File: config.mk
export PLATFORM = sky130hd
export DESIGN_NAME = fp32_to_int64
export DESIGN_NICKNAME = d
export VERILOG_FILES = /design/src/rtl/cvt_pkg.sv /design/src/rtl/cvt_ctrl.sv /design/src/rtl/cvt_datapath.sv /design/src/rtl/fp32_to_int64.sv
export SDC_FILE = /design/constraint.sdc
export NUM_CORES = 1
export LEC_CHECK = 0
export ABC_AREA = 1
export BUFFER_PORTS_ARGS = -buffer_cell sky130_fd_sc_hd__buf_2
export CORE_UTILIZATION = 45
export DETAILED_ROUTE_END_ITERATION = 16
export GPL_TIMING_DRIVEN = 0
export PLACE_DENSITY = 0.68
export SLEW_MARGIN = 20
export SYNTH_ARGS = -nofsm -noshare
export SYNTH_HDL_FRONTEND = slang
export SYNTH_SLANG_ARGS = --single-unit
export TNS_END_PERCENT = 10
File: constraint.sdc
create_clock -name clk -period 1.4 [get_ports clk]
set_clock_uncertainty 0.2 [all_clocks]
set_input_delay 0.07 -clock clk [delete_from_list [all_inputs] [get_ports clk]]
set_output_delay 0.07 -clock clk [all_outputs]
set_load 0.05 [all_outputs]
File: src/rtl/cvt_pkg.sv
package cvt_pkg;
  localparam int EXP_W  = 8;
  localparam int FRAC_W = 23;
  localparam int INT_W  = 64;
  localparam int LANE_W = 1 + EXP_W + FRAC_W;
  localparam int LANES  = 4;
  localparam int VEC_W  = LANE_W * LANES;
  localparam int MANT_W = FRAC_W + 1;
  localparam int BIAS   = (1 << (EXP_W - 1)) - 1;

  typedef enum logic [1:0] {
    RND_NEAR = 2'b00,
    RND_DOWN = 2'b01,
    RND_UP   = 2'b10,
    RND_ZERO = 2'b11
  } rndMode_e;

  typedef struct packed {
    logic     load;
    rndMode_e mode;
  } cvtStrobe_t;
endpackage

File: src/rtl/cvt_ctrl.sv
module cvt_ctrl
  import cvt_pkg::*;
(
  input  logic       clk,
  input  logic       rstN,
  input  logic       inValid,
  input  logic [1:0] rndMode,
  input  logic       truncMode,
  output cvtStrobe_t strobe,
  output logic       outValid
);
  // Chop input has priority over the selected direction.
  always_comb begin
    strobe.load = inValid;
    strobe.mode = truncMode ? RND_ZERO : rndMode_e'(rndMode);
  end

  always_ff @(posedge clk or negedge rstN) begin
    if (!rstN) outValid <= 1'b0;
    else       outValid <= inValid;
  end
endmodule

File: src/rtl/cvt_datapath.sv
module cvt_datapath
  import cvt_pkg::*;
(
  input  logic              clk,
  input  logic              rstN,
  input  logic [LANE_W-1:0] laneIn,
  input  cvtStrobe_t        strobe,
  output logic [INT_W-1:0]  intOut,
  output logic              invalidFlag,
  output logic              inexactFlag
);
  localparam int FIX_PT = BIAS + FRAC_W;        // exponent where value == mantissa
  localparam int EXT_W  = MANT_W + FIX_PT;      // right-shift workspace
  localparam int LSH_W  = $clog2(INT_W);
  localparam logic [EXP_W:0] FIX_PT_E = (EXP_W+1)'(FIX_PT);
  localparam logic [EXP_W:0] OVF_E    = (EXP_W+1)'(BIAS + INT_W - 1);
  localparam logic [LSH_W-1:0] MAX_LSH = LSH_W'(INT_W - MANT_W);
  localparam logic [INT_W-1:0] INDEF = {1'b1, {(INT_W-1){1'b0}}};

  logic              sgn;
  logic [EXP_W-1:0]  expF;
  logic [FRAC_W-1:0] frac;
  logic [MANT_W-1:0] mant;
  logic [EXP_W:0]    expEff;
  logic              isSpecial, bigPath, overflow;
  logic [LSH_W-1:0]  lshAmt;
  logic [EXP_W:0]    rshAmt;
  logic [EXT_W-1:0]  ext;
  logic [INT_W-1:0]  mag, magR, resVal;
  logic              rndBit, stkBit, lsbBit, incr;

  assign sgn  = laneIn[LANE_W-1];
  assign expF = laneIn[LANE_W-2 -: EXP_W];
  assign frac = laneIn[FRAC_W-1:0];

  always_comb begin
    mant      = {(expF != '0), frac};
    expEff    = (expF == '0) ? (EXP_W+1)'(1) : {1'b0, expF};
    isSpecial = &expF;
    bigPath   = expEff >= FIX_PT_E;
    overflow  = (expEff > OVF_E) || ((expEff == OVF_E) && !(sgn && frac == '0));

    lshAmt = MAX_LSH;
    if (bigPath && expEff < OVF_E) lshAmt = LSH_W'(expEff - FIX_PT_E);
    rshAmt = bigPath ? '0 : (FIX_PT_E - expEff);
    ext    = {mant, {FIX_PT{1'b0}}} >> rshAmt;

    if (bigPath) begin
      mag    = INT_W'(mant) << lshAmt;
      rndBit = 1'b0;
      stkBit = 1'b0;
    end else begin
      mag    = INT_W'(ext[EXT_W-1 -: MANT_W]);
      rndBit = ext[FIX_PT-1];
      stkBit = |ext[FIX_PT-2:0];
    end
    lsbBit = mag[0];

    unique case (strobe.mode)
      RND_NEAR: incr = rndBit & (stkBit | lsbBit);
      RND_DOWN: incr = (rndBit | stkBit) & sgn;
      RND_UP:   incr = (rndBit | stkBit) & ~sgn;
      default:  incr = 1'b0;
    endcase

    magR   = mag + INT_W'(incr);
    resVal = sgn ? ('0 - magR) : magR;
  end

  always_ff @(posedge clk or negedge rstN) begin
    if (!rstN) begin
      intOut      <= '0;
      invalidFlag <= 1'b0;
      inexactFlag <= 1'b0;
    end else if (strobe.load) begin
      if (isSpecial || overflow) begin
        intOut      <= INDEF;
        invalidFlag <= 1'b1;
        inexactFlag <= 1'b0;
      end else begin
        intOut      <= resVal;
        invalidFlag <= 1'b0;
        inexactFlag <= rndBit | stkBit;
      end
    end
  end
endmodule

File: src/rtl/fp32_to_int64.sv
module fp32_to_int64
  import cvt_pkg::*;
(
  input  logic              clk,
  input  logic              rstN,
  input  logic              inValid,
  input  logic [VEC_W-1:0]  vecIn,
  input  logic [1:0]        rndMode,
  input  logic              truncMode,
  output logic              outValid,
  output logic [INT_W-1:0]  intOut,
  output logic              invalidFlag,
  output logic              inexactFlag
);
  cvtStrobe_t strobe;

  cvt_ctrl u_ctrl (
    .clk(clk), .rstN(rstN), .inValid(inValid), .rndMode(rndMode),
    .truncMode(truncMode), .strobe(strobe), .outValid(outValid)
  );

  cvt_datapath u_dp (
    .clk(clk), .rstN(rstN), .laneIn(vecIn[LANE_W-1:0]), .strobe(strobe),
    .intOut(intOut), .invalidFlag(invalidFlag), .inexactFlag(inexactFlag)
  );
endmodule

After elaboration in Yosys (flattened, before gate mapping)
Cells that the tools add are included.
{"block": "totals", "register_bits": 67, "mem_count": 0, "input_bits": 134, "latch_bits": 0, "ramBits": 0, "output_inout_bits": 67, "mem_bits_ro": 0}
{"block": "classes", "shift": 2, "reduce_logical": 12, "n_addsub": 4, "muxes": 12, "eq_ne": 3, "div": 0, "order_cmp": 3, "bitwise_logic": 6, "mul": 0}
{"op": "$mux W64", "count": 3}
{"op": "$shr A174 B9 Y174", "count": 1}
{"op": "$reduce_or A149 Y1", "count": 1}
{"op": "$add A64 B1 Y64", "count": 1}
{"op": "$shl A24 B6 Y64", "count": 1}
{"op": "$sub A1 B64 Y64 const A", "count": 1}
{"op": "$logic_not A23 Y1", "count": 1}
{"op": "$mux W9", "count": 1}
{"op": "$sub A8 B8 Y9 const A", "count": 1}
{"op": "$eq A8 B8 Y1 const B", "count": 1}
{"op": "$ge A8 B8 Y1 const B", "count": 1}
{"op": "$gt A8 B8 Y1 const B", "count": 1}
{"op": "$logic_not A8 Y1", "count": 1}
{"op": "$lt A8 B8 Y1 const B", "count": 1}
{"op": "$mux W8", "count": 1}
{"op": "$reduce_and A8 Y1", "count": 1}
{"op": "$reduce_bool A8 Y1", "count": 1}
{"op": "$mux W6", "count": 1}
{"op": "$sub A6 B5 Y6 const B", "count": 1}
{"op": "$mux W1", "count": 4}
{"op": "$and A1 B1 Y1", "count": 3}
{"op": "$logic_and A1 B1 Y1", "count": 3}
{"op": "$pmux W1 S3", "count": 1}
{"op": "$eq A2 B1 Y1 const B", "count": 1}
{"op": "other kinds (7)", "count": 9}

Longest topological paths before layout
Gate-level depths: netlist of the first run.
{"block": "logic_depth", "depth_word": 14, "depth_mapped": 53}

Cells and area by module
From an unflattened synthesis of the first run, not the netlist that was laid out.
{"block": "hier_totals", "hier_cells": 1993, "area_unflattened_um2": 10925.5}
{"module": "cvt_datapath", "instances": 1, "area_per_inst_um2": 10874.2, "cells_each": 1986, "seq_area_each_um2": 1651.6}
{"module": "cvt_ctrl", "instances": 1, "area_per_inst_um2": 51.3, "cells_each": 7, "seq_area_each_um2": 25.0}

Worst setup path after synthesis of the first run
OpenSTA, ideal clock, no wires.
{"block": "synth_path", "path_kind": "input to register", "startpoint": "in vecIn[24]", "endpoint": "reg u_dp.intOut[39]", "required_time_ns": 1.070, "path_buffers": 4, "cell_stages": 45, "path_slack_ns": -3.880, "arrival_ns": 4.950, "path_cell_list": "clkbuf_1 -> ha_1 -> o21ai_1 -> nand2_1 -> nand2_2 -> inv_2 -> nand2_4 -> nand2_8 -> a21oi_2 -> buf_2 -> buf_1 -> buf_1 -> o21ai_0 -> nand2_1 -> nand2_1 -> o21ai_0 -> nor3_1 -> a21oi_1 -> [... 9 more ...] -> ha_1 -> nand2_2 -> nor2_8 -> nand2_4 -> inv_2 -> nand2_1 -> nand2_1 -> nand2_2 -> nor2_2 -> inv_2 -> nor2_2 -> nand2_2 -> nor2_8 -> nand2_4 -> nand2_4 -> nand2_1 -> xnor2_1 -> o21ai_1"}
{"block": "synth_via", "elab_chain_cells": 14, "word_cells_on_any_way": 32, "classes_between": "add/sub: 4; order compare: 3; eq/ne: 1; shift: 2; mux: 9; bitwise: 5; reduce/logical: 8"}
{"element": "start: declaration", "line_no": "fp32_to_int64.sv:7", "text": "input logic [VEC_W-1:0] vecIn,"}
{"element": "$logic_not A8 Y1", "line_no": "cvt_datapath.sv:38", "text": "expEff = (expF == '0) ? (EXP_W+1)'(1) : {1'b0, expF};"}
{"element": "$mux W8", "line_no": "cvt_datapath.sv:38"}
{"element": "$sub A8 B8 Y9 (tied with other cells)", "line_no": "cvt_datapath.sv:45", "text": "rshAmt = bigPath ? '0 : (FIX_PT_E - expEff);"}
{"element": "$mux W9 or $logic_and A1 B1 Y1 (tied branches)", "line_no": "cvt_datapath.sv:45, cvt_datapath.sv:44"}
{"element": "$shr A174 B9 Y174 or $mux W6 (tied branches)", "line_no": "cvt_datapath.sv:46, cvt_datapath.sv:44"}
{"element": "$reduce_or A149 Y1 or $shl A24 B6 Y64 (tied branches)", "line_no": "cvt_datapath.sv:55, cvt_datapath.sv:49"}
{"element": "$mux W1 or $mux W64 (tied branches)", "line_no": "cvt_datapath.sv:48", "text": "if (bigPath) begin"}
{"element": "$or A1 B1 Y1 (on tied branches)", "line_no": "cvt_datapath.sv:61, cvt_datapath.sv:62, cvt_datapath.sv:60"}
{"element": "$and A1 B1 Y1 (on tied branches)", "line_no": "cvt_datapath.sv:62, cvt_datapath.sv:60, cvt_datapath.sv:61"}
{"element": "$pmux W1 S3", "line_no": "cvt_datapath.sv:59", "text": "unique case (strobe.mode)"}
{"element": "$add A64 B1 Y64", "line_no": "cvt_datapath.sv:66", "text": "magR = mag + INT_W'(incr);"}
{"element": "$sub A1 B64 Y64", "line_no": "cvt_datapath.sv:67", "text": "resVal = sgn ? ('0 - magR) : magR;"}
{"element": "$mux W64", "line_no": "cvt_datapath.sv:67"}
{"element": "$mux W64 (*)", "line_no": "cvt_datapath.sv:76", "text": "if (isSpecial || overflow) begin"}
{"element": "end signal: assignment", "line_no": "cvt_datapath.sv:81", "text": "intOut <= resVal;"}
{"element": "end: declaration", "line_no": "cvt_datapath.sv:8", "text": "output logic [INT_W-1:0] intOut,"}
Every way passes the cells marked *; elsewhere a longest branch is shown, timed or not.
A chain may end at the register's enable or synchronous reset.

Worst setup path after layout of the first run
{"block": "layout_path", "startpoint": "in vecIn[29]", "endpoint": "reg u_dp.intOut[53]"}
Same word-level chain as after synthesis.

==> results of run 1 <==
==> per-stage QoR <==
step	area [um2]	cells	total power, mW	worst slack [ns]
4_1_cts	13800	2518	13.1	-3.83
3_3_place_gp	12100	2417	9.71	-5.06
3_5_place_dp	12100	2418	9.76	-5.13
2_1_floorplan	11200	1992	7.76	-3.52
6_report	14500	2546	13.8	-4.02
5_1_grt	14500	2546	14.5	-4.30
==> cell type report <==
type | instances | area (um2)
buffer | 93 | 691
clock buffer | 9 | 225
timing repair buffer | 213 | 1530
clock inverter | 7 | 75.1
multi-input combinational | 1664 | 9180
sequential | 67 | 1680
tap | 324 | 405
inverter | 169 | 676
fill | 2471 | 9860
==> worst max-delay path: cells and delay by family <==
family,cells,cell delay (ns)
AND/OR/NAND/NOR,36,3.41
buffers and inverters,10,1.11
AO/OA/AOI/OAI,4,0.45
adder cells (fa/ha/maj),2,0.36
==> final timing paths <==
path | end | slack, ns
worst max-delay path | u_dp.intOut[53] | -4.02
worst min-delay path | u_dp.intOut[61] | 0.003
worst max register to register | u_dp.intOut[63] | 0.37
worst min register to register | u_dp.intOut[46] | 0.28
max in group asynchronous | u_dp.intOut[45] | 0.45
min in group asynchronous | u_dp.intOut[37] | 0.06
==> where the power goes <==
group	switching [mW]	leakage [nW]	internal [mW]
sequential	0.170	0.845	2.26
combinational	6.18	6.39	2.82
clock	1.03	0.150	1.39
==> synth_stat cells, types with 25 or more instances <==
cell       n  share of area
a21oi_1   32          0.014
nand4_1   84          0.047
o21ai_1   28          0.013
nand2_1  690           0.23
inv_1    128          0.043
nor2_1   168          0.057
dfrtp_1   67           0.15
nor2_2    30          0.017
o21ai_0   73          0.033
nand2_2   35          0.020
inv_2     34          0.011
nand3_1  325           0.15
buf_2     37          0.017
nand3_2   25          0.022
==> state kept, by name, summed over array words and instances, names as in the netlist <==
register and flops:
u_dp.inexactFlag 1, u_dp.intOut 64, u_ctrl.outValid 1, u_dp.invalidFlag 1
==> layer usage <==
metal	part of all wire	wire length [um]	track usage
met5	0	0	0
met4	0.070	3570	0.229
met3	0.076	3870	0.0583
met2	0.46	23400	0.656
met1	0.39	19900	0.462
==> repair_timing <==
action                                  CTS  global route
endpoints found under the hold margin    72             0
hold buffers                              3             0
gates resized for setup                 182           130
pin swaps                                79            84
setup buffers                            80            26
endpoints found under the setup margin   66            76
gates cloned                              1             2
==> cells by family (layout without fill, tap and decap cells) <==
group                    count (synthesis)  after routing  synth area share
flip-flops                              67             67             0.151
AND/OR/NAND/NOR                       1440           1441             0.609
adder cells (fa/ha/maj)                  8              8           0.00900
buffers and inverters                  262            491             0.108
XOR/XNOR                                29             29            0.0228
AO/OA/AOI/OAI                          186            186             0.100
==> summary.txt, run 1 <==
Critical path
  • CP max FO: 8
  • Worst Setup End Kind: flip-flop
  • Worst path required time: 1.44 ns
  • Crit path kind: input pin to flip-flop
  • Worst path max stage delay: 0.20 ns
  • Launch point of the worst path: vecIn[29]
  • Crit path top cell by count: nand2_1
  • Worst-case reg-to-reg path depth: 3
  • Launching point of the worst reg2reg path: u_dp.intOut[63]
  • Slowest cell on crit path: o21ai_4
  • Data arrival, critical path: 5.45 ns
  • Startpoint type of the worst setup path: input pin

Detailed routing
  • Detail Route Antenna Nets: 0
  • DRT iter0 DRCs: 1443
  • Vias/cell: 5.89
  • DRC viols: 0
  • Wire per inst: 19.9 um
  • Via count: 15000
  • Pre-antenna DRT Iters: 6
  • Detailed-route wire length: 50.8 mm

Layout
  • Commonest non-fill, non-tap cell in the layout: nand2_1
  • Diodes inserted: 0
  • Share of cells above drive strength 1: 0.282
  • Commonest cells after routing, fill and taps aside: nand2_1, nand3_1, nor2_1
  • Area growth syn-to-layout: 29.9%
  • Final core utilization: 0.595
  • Layout Nets: 2359

Floorplanning
  • Die area: 25400 um2
  • DIE WIDTH: 159 um
  • Placement Rows: 57
  • Initial core utilization: 0.458
  • I/O pin count: 201
  • Die Span Y: 159 um
  • Core ar.: 24300 um2

STA
  • Slew HR: 0.326
  • Tcrit/Tclk final: 3.87
  • Highest Clock Rate: 0.185 GHz
  • Setup TNS: -242.30 ns
  • Final WS setup: -4.02 ns
  • Worst Max-Slew Pin Slew: 1.01 ns
  • Fin. max-slew vios: 0
  • Hold Fails Final Rpt: 0
  • RSZ-0062 raised after global routing: yes
  • Hold WS: 0.00283 ns
  • Final setup fails: 66
  • Crit path time final: 5.42 ns

CTS
  • Num CTS Buffers: 9
  • TritonCTS clock tree: done
  • Clock transition at path regs: 0.06 ns
  • H-tree levels: 3
  • Clock Latency Late Sink: 0.35 ns
  • Clk buf depth: 2
  • CTS root buf: clkbuf_16
  • Clock Sinks: 67

Placed design
  • Final Wtd Congestion: 1.08
  • DPL Wire Length: 38.7 mm
  • Buffers on Ports: 101

Status
  • Status: finished with violations
  • Failing checks: negative setup slack

Global routing
  • First-pass GRT wire length: 76.4 mm
  • Initial antenna violation count: 0
  • Gr ovfl total: 0
  • Vias in the first global route: 13800
  • Largest net degree at the start of global routing: 58
  • All-Layer GR Usage: 0.386

Synth
  • Cells after Synth: 1992
  • Register area share after synthesis: 0.151
  • Post-synthesis cell type count: 63
  • Syn. warnings: 0
  • Synthesized area: 11100 um2
  • Synthesized area per cell: 5.59 um2
  • Net Count, Synth: 2134
  • FFs w/ async S/R, synth: 1.00
  • Number of synthesized flops with an enable pin: 0
  • Seq cells post-synth: 67
  • Most used DFF post-synth: dfrtp_1

Power
  • Pwr Density: 958 nW/um2
  • Leak pwr: 7.39 nW
  • Peak supply drop: 0.528 mV

Hold path
  • Min-Delay Path Class: input pin to flip-flop
  • Hold_sp: vecIn[30]
  • Hold depth: 4

Flow run
  • Number of max-cap violations: 0
Note: power is estimated with default switching activity, not from simulation.
==> inputs of run 2 (changes only) <==
Settings changed: PLACE_DENSITY 0.68 to 0.7.
Clock period 1.4 ns to 4.7 ns, I/O delays scaled along.
==> run 2 against run 1 <==
  * The run still ends with negative setup slack left
  * Clock power shrank 70%
  * Core utilization up 0.13 points
  * Global-route usage increased by 1.8 points
  * Power shrank 70%
  * Sequential share of layout area barely moved
  * Die area did not move
  * Cell count shrank 0.27%
  * Cell area grew 0.22%
  * Combinational power is 70% lower
==> summary.txt, run 2 (same netlist as run 1, synthesis figures left out) <==
CTS
  • H-tree levels: 3 (unchanged)
  • CTS root buf: clkbuf_16 (unchanged)
  • TritonCTS clock tree: done (unchanged)
  • Num CTS Buffers: 9 (unchanged)
  • Clock transition at path regs: 0.06 ns (about the same)
  • Clock Latency Late Sink: 0.35 ns (about the same)
  • Clk buf depth: 2 (unchanged)
  • Clock Sinks: 67 (unchanged)

Placed design
  • Buffers on Ports: 101 (unchanged)
  • DPL Wire Length: 40.8 mm (was 38.7 mm)
  • Final Wtd Congestion: 1.09 (was 1.08)
  • Place WS: -2.04 ns (was -5.13 ns)

Detailed routing
  • Detailed-route wire length: 52.9 mm (was 50.8 mm)
  • DRC viols: 0 (unchanged)
  • Vias/cell: 5.99 (was 5.89)
  • DRT iter0 DRCs: 1527 (was 1443)
  • Via count: 15200 (was 15000)
  • Detail Route Antenna Nets: 0 (unchanged)
  • Pre-antenna DRT Iters: 6 (unchanged)
  • Wire per inst: 20.8 um (was 19.9 um)

STA
  • Highest Clock Rate: 0.173 GHz
  • Final WS setup: -1.08 ns (was -4.02 ns)
  • Worst Max-Slew Pin Slew: 1.26 ns (was 1.01 ns)
  • Crit path time final: 5.78 ns
  • Final setup fails: 61 (was 66)
  • Slew HR: 0.163 (was 0.326)
  • RSZ-0062 raised after global routing: yes (unchanged)
  • Tcrit/Tclk final: 1.23
  • Hold Fails Final Rpt: 0 (unchanged)
  • Fin. max-slew vios: 0 (unchanged)

Global routing
  • Vias in the first global route: 14300 (was 13800)
  • Largest net degree at the start of global routing: 55 (was 58)
  • Initial antenna violation count: 1 (was 0)
  • Gr ovfl total: 0 (unchanged)
  • All-Layer GR Usage: 0.404 (was 0.386)
  • First-pass GRT wire length: 79.5 mm (was 76.4 mm)

Critical path
  • Slowest cell on crit path: nor4_1 (was o21ai_4)
  • Worst path required time: 4.73 ns (was 1.44 ns)
  • Reg2reg setup slack: 3.66 ns (was 0.37 ns)
  • Worst Setup End Kind: flip-flop (unchanged)
  • Data arrival, critical path: 5.81 ns (was 5.45 ns)
  • Launching point of the worst reg2reg path: u_dp.intOut[63] (unchanged)
  • Crit path kind: input pin to flip-flop (unchanged)
  • Startpoint type of the worst setup path: input pin (unchanged)
  • FF-to-FF End: u_dp.intOut[63] (unchanged)
  • CP max FO: 6 (was 8)
  • Worst path max stage delay: 0.48 ns (was 0.20 ns)
  • Launch point of the worst path: vecIn[25] (was vecIn[29])
  • Worst-case reg-to-reg path depth: 3 (unchanged)

Layout
  • Share of cells above drive strength 1: 0.295 (was 0.282)
  • Commonest non-fill, non-tap cell in the layout: nand2_1 (unchanged)
  • Layout Nets: 2351 (was 2359)
  • Area growth syn-to-layout: 30.2% (was 29.9%)
  • Max FFs per register: 64 (unchanged)
  • Commonest cells after routing, fill and taps aside: nand2_1, nand3_1, nor2_1 (unchanged)
  • Largest Register: u_dp.intOut (unchanged)
  • Final core utilization: 0.596 (was 0.595)

Power
  • Leak pwr: 7.37 nW (was 7.39 nW)
  • Peak supply drop: 0.207 mV (was 0.528 mV)
  • Pwr Density: 285 nW/um2 (was 958 nW/um2)

Floorplanning
  • Core ar.: 24300 um2 (unchanged)
  • Die area: 25400 um2 (unchanged)
  • I/O pin count: 201 (unchanged)
  • Die Span Y: 159 um (unchanged)
  • Placement Rows: 57 (unchanged)
  • Initial core utilization: 0.458 (unchanged)
  • DIE WIDTH: 159 um (unchanged)

Status
  • Status: finished with violations (unchanged)
  • Failing checks: negative setup slack (unchanged)

Flow run
  • Number of max-cap violations: 0 (unchanged)

Hold path
  • Min-Delay Path Class: input pin to async pin (was input pin to flip-flop)
==> run 2: cell types whose count changed in the layout (fill, tap and decap cells not counted), moves of 5 or more <==
cell / previous run / this run
buf_6: 40 / 28
nand2_1: 640 / 624
nand2_2: 73 / 89
nand3_1: 295 / 279
nand3_2: 49 / 63
nor2_2: 34 / 29
nor2_4: 33 / 38
==> run 2: power breakdown <==
part / switching [mW] / internal [mW] / leakage [nW]
logic: 1.88 / 0.812 / 6.37
registers: 0.0484 / 0.672 / 0.845
clock network: 0.304 / 0.415 / 0.150
==> run 2: metrics by stage <==
stage / total power, mW / cell area [um2] / std cells / hold slack (ns) / TNS, ns
detailed placement: 2.94 / 12100 / 2418 / -0.0986 / -105.06
global placement: 2.93 / 12100 / 2417 / 0.258 / -102.67
finish: 4.13 / 14500 / 2539 / 0.0900 / -47.54
global route: 4.33 / 14500 / 2538 / 0.104 / -66.72
CTS: 3.92 / 13800 / 2508 / 0.0812 / -37.24
floorplan: 2.31 / 11200 / 1992 / -0.261 / -13.53
==> run 2: worst max-delay path, delay by kind of cell <==
kind                     cells  cell delay, ns
AND/OR/NAND/NOR             30            3.68
adder cells (fa/ha/maj)      3            0.51
AO/OA/AOI/OAI                2            0.19
buffers and inverters       10            1.15
==> run 2: worst max-delay path by stage <==
stage,end,slack (ns),cells past startpoint
floorplan,u_dp.intOut[36],-0.39,48
global placement,u_dp.intOut[36],-1.98,45
detailed placement,u_dp.intOut[36],-2.04,47
CTS,u_dp.intOut[51],-0.82,48
global route,u_dp.intOut[56],-1.40,47
finish,u_dp.intOut[56],-1.08,45
==> run 2: per-layer routing <==
layer	vias up	share of wire	track usage
li1	7053	-	-
met1	7061	0.36	0.442
met2	827	0.47	0.702
met3	265	0.073	0.0711
met4	0	0.091	0.299
met5	-	0	0
==> run 2: repair_timing <==
action,in CTS,in global routing
pin swaps,82,84
buffers inserted,70,30
setup endpoints to repair,63,63
resized for setup,201,128
cloned,2,0
endpoints found under the hold margin,68,0
hold buffers,2,0
==> run 2: layout make-up <==
class / instances / area (um2)
fillers: 2436 / 9830
multi-input cells: 1663 / 9320
flip-flops and latches: 67 / 1680
repair buffers: 206 / 1480
inverters: 169 / 668
plain buffers: 93 / 637
well taps: 324 / 405
clock buffers: 9 / 225
clock inverters: 7 / 75.1
diodes: 1 / 2.50
==> inputs of run 3 (changes only) <==
Settings changed: GPL_TIMING_DRIVEN 0 to default.
==> run 3 against run 2 <==
  * Critical path depth is 4 higher
  * Highest routed layer unchanged
  * The run still ends with negative setup slack left
  * Wire length is 5.1% lower
  * Critical endpoint is now u_dp.intOut[42]
  * Largest power group unchanged
  * Power is 10% higher
==> summary.txt, run 3 (same netlist as run 1, synthesis figures left out) <==
Detailed routing
  • Detailed-route wire length: 50.2 mm (was 52.9 mm)
  • Vias/cell: 5.55 (was 5.99)
  • Wire per inst: 17.7 um (was 20.8 um)
  • DRC viols: 0 (unchanged)
  • Detail Route Antenna Nets: 0 (unchanged)
  • Via count: 15800 (was 15200)
  • DRT iter0 DRCs: 1440 (was 1527)
  • Pre-antenna DRT Iters: 8 (was 6)

CTS
  • Num CTS Buffers: 9 (unchanged)
  • Clock Sinks: 67 (unchanged)
  • CTS root buf: clkbuf_16 (unchanged)
  • Clock Latency Late Sink: 0.35 ns (about the same)
  • H-tree levels: 3 (unchanged)
  • Clk buf depth: 2 (unchanged)
  • Clock transition at path regs: 0.07 ns (was 0.06 ns)
  • TritonCTS clock tree: done (unchanged)

Power
  • Pwr Density: 274 nW/um2 (was 285 nW/um2)
  • Power Internal: 2.28 mW (was 1.90 mW)
  • Switching Share: 0.499 (was 0.540)
  • Net switching power figure: 2.27 mW (was 2.23 mW)
  • Leak pwr: 8.82 nW (was 7.37 nW)
  • Clock power share: 0.165 (was 0.174)
  • Comb power frac: 0.676 (was 0.651)
  • Seq pwr share: 0.160 (was 0.174)
  • Power Total: 4.54 mW (was 4.13 mW)
  • Peak supply drop: 0.189 mV (was 0.207 mV)

STA
  • Final setup fails: 57 (was 61)
  • Hold Fails Final Rpt: 0 (unchanged)
  • Crit path time final: 5.31 ns (was 5.78 ns)
  • Final WS setup: -0.606 ns (was -1.08 ns)
  • Tcrit/Tclk final: 1.13 (was 1.23)
  • Fin. max-slew vios: 0 (unchanged)
  • Slew HR: 0.396 (was 0.163)
  • Highest Clock Rate: 0.188 GHz (was 0.173 GHz)
  • RSZ-0062 raised after global routing: yes (unchanged)
  • Worst Max-Slew Pin Slew: 0.905 ns (was 1.26 ns)

Critical path
  • Startpoint type of the worst setup path: input pin (unchanged)
  • Slowest cell on crit path: nor2_4 (was nor4_1)
  • Worst Setup End Kind: flip-flop (unchanged)
  • Crit path kind: input pin to flip-flop (unchanged)
  • CP max FO: 12 (was 6)
  • Worst path max stage delay: 0.20 ns (was 0.48 ns)
  • Data arrival, critical path: 5.34 ns (was 5.81 ns)
  • Worst path required time: 4.74 ns (was 4.73 ns)

Placed design
  • Buffers on Ports: 104 (was 101)
  • DPL Wire Length: 39.5 mm (was 40.8 mm)
  • Inst Count DP: 2743 (was 2418)
  • Final Wtd Congestion: 1.01 (was 1.09)
  • Dpl cell area: 14800 um2 (was 12100 um2)
  • Place WS: -1.19 ns (was -2.04 ns)

Layout
  • Fillers: 2270 (was 2436)
  • Largest Register: u_dp.intOut (unchanged)
  • Commonest non-fill, non-tap cell in the layout: nand2_1 (unchanged)
  • FF+latch area: 1680 um2 (unchanged)
  • Footprint of the multi-input gates: 9070 um2 (was 9320 um2)
  • Cell area after layout: 16600 um2 (was 14500 um2)
  • Final core utilization: 0.682 (was 0.596)
  • Max FFs per register: 64 (unchanged)
  • Finished Layout Cells: 2837 (was 2539)
  • Share of cells above drive strength 1: 0.368 (was 0.295)
  • Layout Nets: 2650 (was 2351)
  • Diodes inserted: 0 (was 1)
  • Commonest cells after routing, fill and taps aside: nand2_1, buf_4, nand3_1 (was nand2_1, nand3_1, nor2_1)
  • Area growth syn-to-layout: 49.0% (was 30.2%)

Flow run
  • Number of max-cap violations: 0 (unchanged)

Hold path
  • Min-Delay Path Class: input pin to async pin (unchanged)

Floorplanning
  • Initial core utilization: 0.458 (unchanged)
  • I/O pin count: 201 (unchanged)
  • Placement Rows: 57 (unchanged)
  • DIE WIDTH: 159 um (unchanged)
  • Core ar.: 24300 um2 (unchanged)
  • Die Span Y: 159 um (unchanged)
  • Die area: 25400 um2 (unchanged)

Global routing
  • Initial antenna violation count: 0 (was 1)
  • Gr ovfl total: 0 (unchanged)
  • Largest net degree at the start of global routing: 65 (was 55)
  • All-Layer GR Usage: 0.387 (was 0.404)
  • First-pass GRT wire length: 78.2 mm (was 79.5 mm)
  • Vias in the first global route: 14900 (was 14300)

Status
  • Status: finished with violations (unchanged)
  • Failing checks: negative setup slack (unchanged)
## run 3: critical path: cells and delay by family
family | cells | cell delay, ns
AOI/OAI and AO/OA | 4 | 0.44
adders and majority gates | 1 | 0.18
buffers and inverters | 8 | 1.06
and+or+nand+nor | 36 | 3.39
## run 3: repair_timing
action	4_1_cts	5_1_grt
setup buffers	46	25
endpoints found under the hold margin	13	0
cloned	3	2
pin swaps	51	72
gates resized for setup	104	130
hold buffers	2	0
endpoints found under the setup margin	56	61
## run 3: area by class of cell
type / instances / share of cell area
Multi-Input combinational cell: 1665 / 0.547
Timing Repair Buffer: 596 / 0.268
Sequential cell: 67 / 0.101
Inverter: 169 / 0.0405
Tap cell: 324 / 0.0245
Clock buffer: 9 / 0.0136
Clock inverter: 7 / 0.00498
## run 3: final timing paths
check	start	endpoint	slack, ns	cells after the start
max reg2reg	u_dp.intOut[63]	u_dp.intOut[63]	3.66	3
min reg2reg	u_dp.intOut[43]	u_dp.intOut[43]	0.28	2
max	vecIn[30]	u_dp.intOut[42]	-0.61	49
max in group asynchronous	rstN	u_dp.intOut[9]	3.13	3
min	rstN	u_dp.intOut[41]	0.11	2
min in group clk	u_dp.intOut[43]	u_dp.intOut[43]	0.28	2
## run 3: routing by layer
layer  global-route usage  routed length (um)
met4                0.208                2900
met1                0.459               19600
met5                    0                   0
met2                0.683               24500
met3               0.0432                3110
## run 3: through the flow
| step | hold WS, ns | TNS, ns |
|---|---|---|
| after global placement | -0.0834 | -52.33 |
| after floorplan | -0.261 | -13.53 |
| after global routing | 0.134 | -52.05 |
| final | 0.114 | -25.54 |
| after CTS | 0.0938 | -21.34 |
| after detailed placement | -0.0783 | -57.03 |
## run 3: power by group through the flow
| stage | clock network, mW | registers [mW] | logic, mW |
|---|---|---|---|
| final | 0.748 | 0.726 | 3.07 |
| after global routing | 0.767 | 0.733 | 3.29 |
| after CTS | 0.746 | 0.723 | 2.85 |
| after detailed placement | 0 | 0.733 | 2.68 |
| after global placement | 0 | 0.730 | 2.65 |
| after floorplan | 0 | 1.07 | 1.24 |
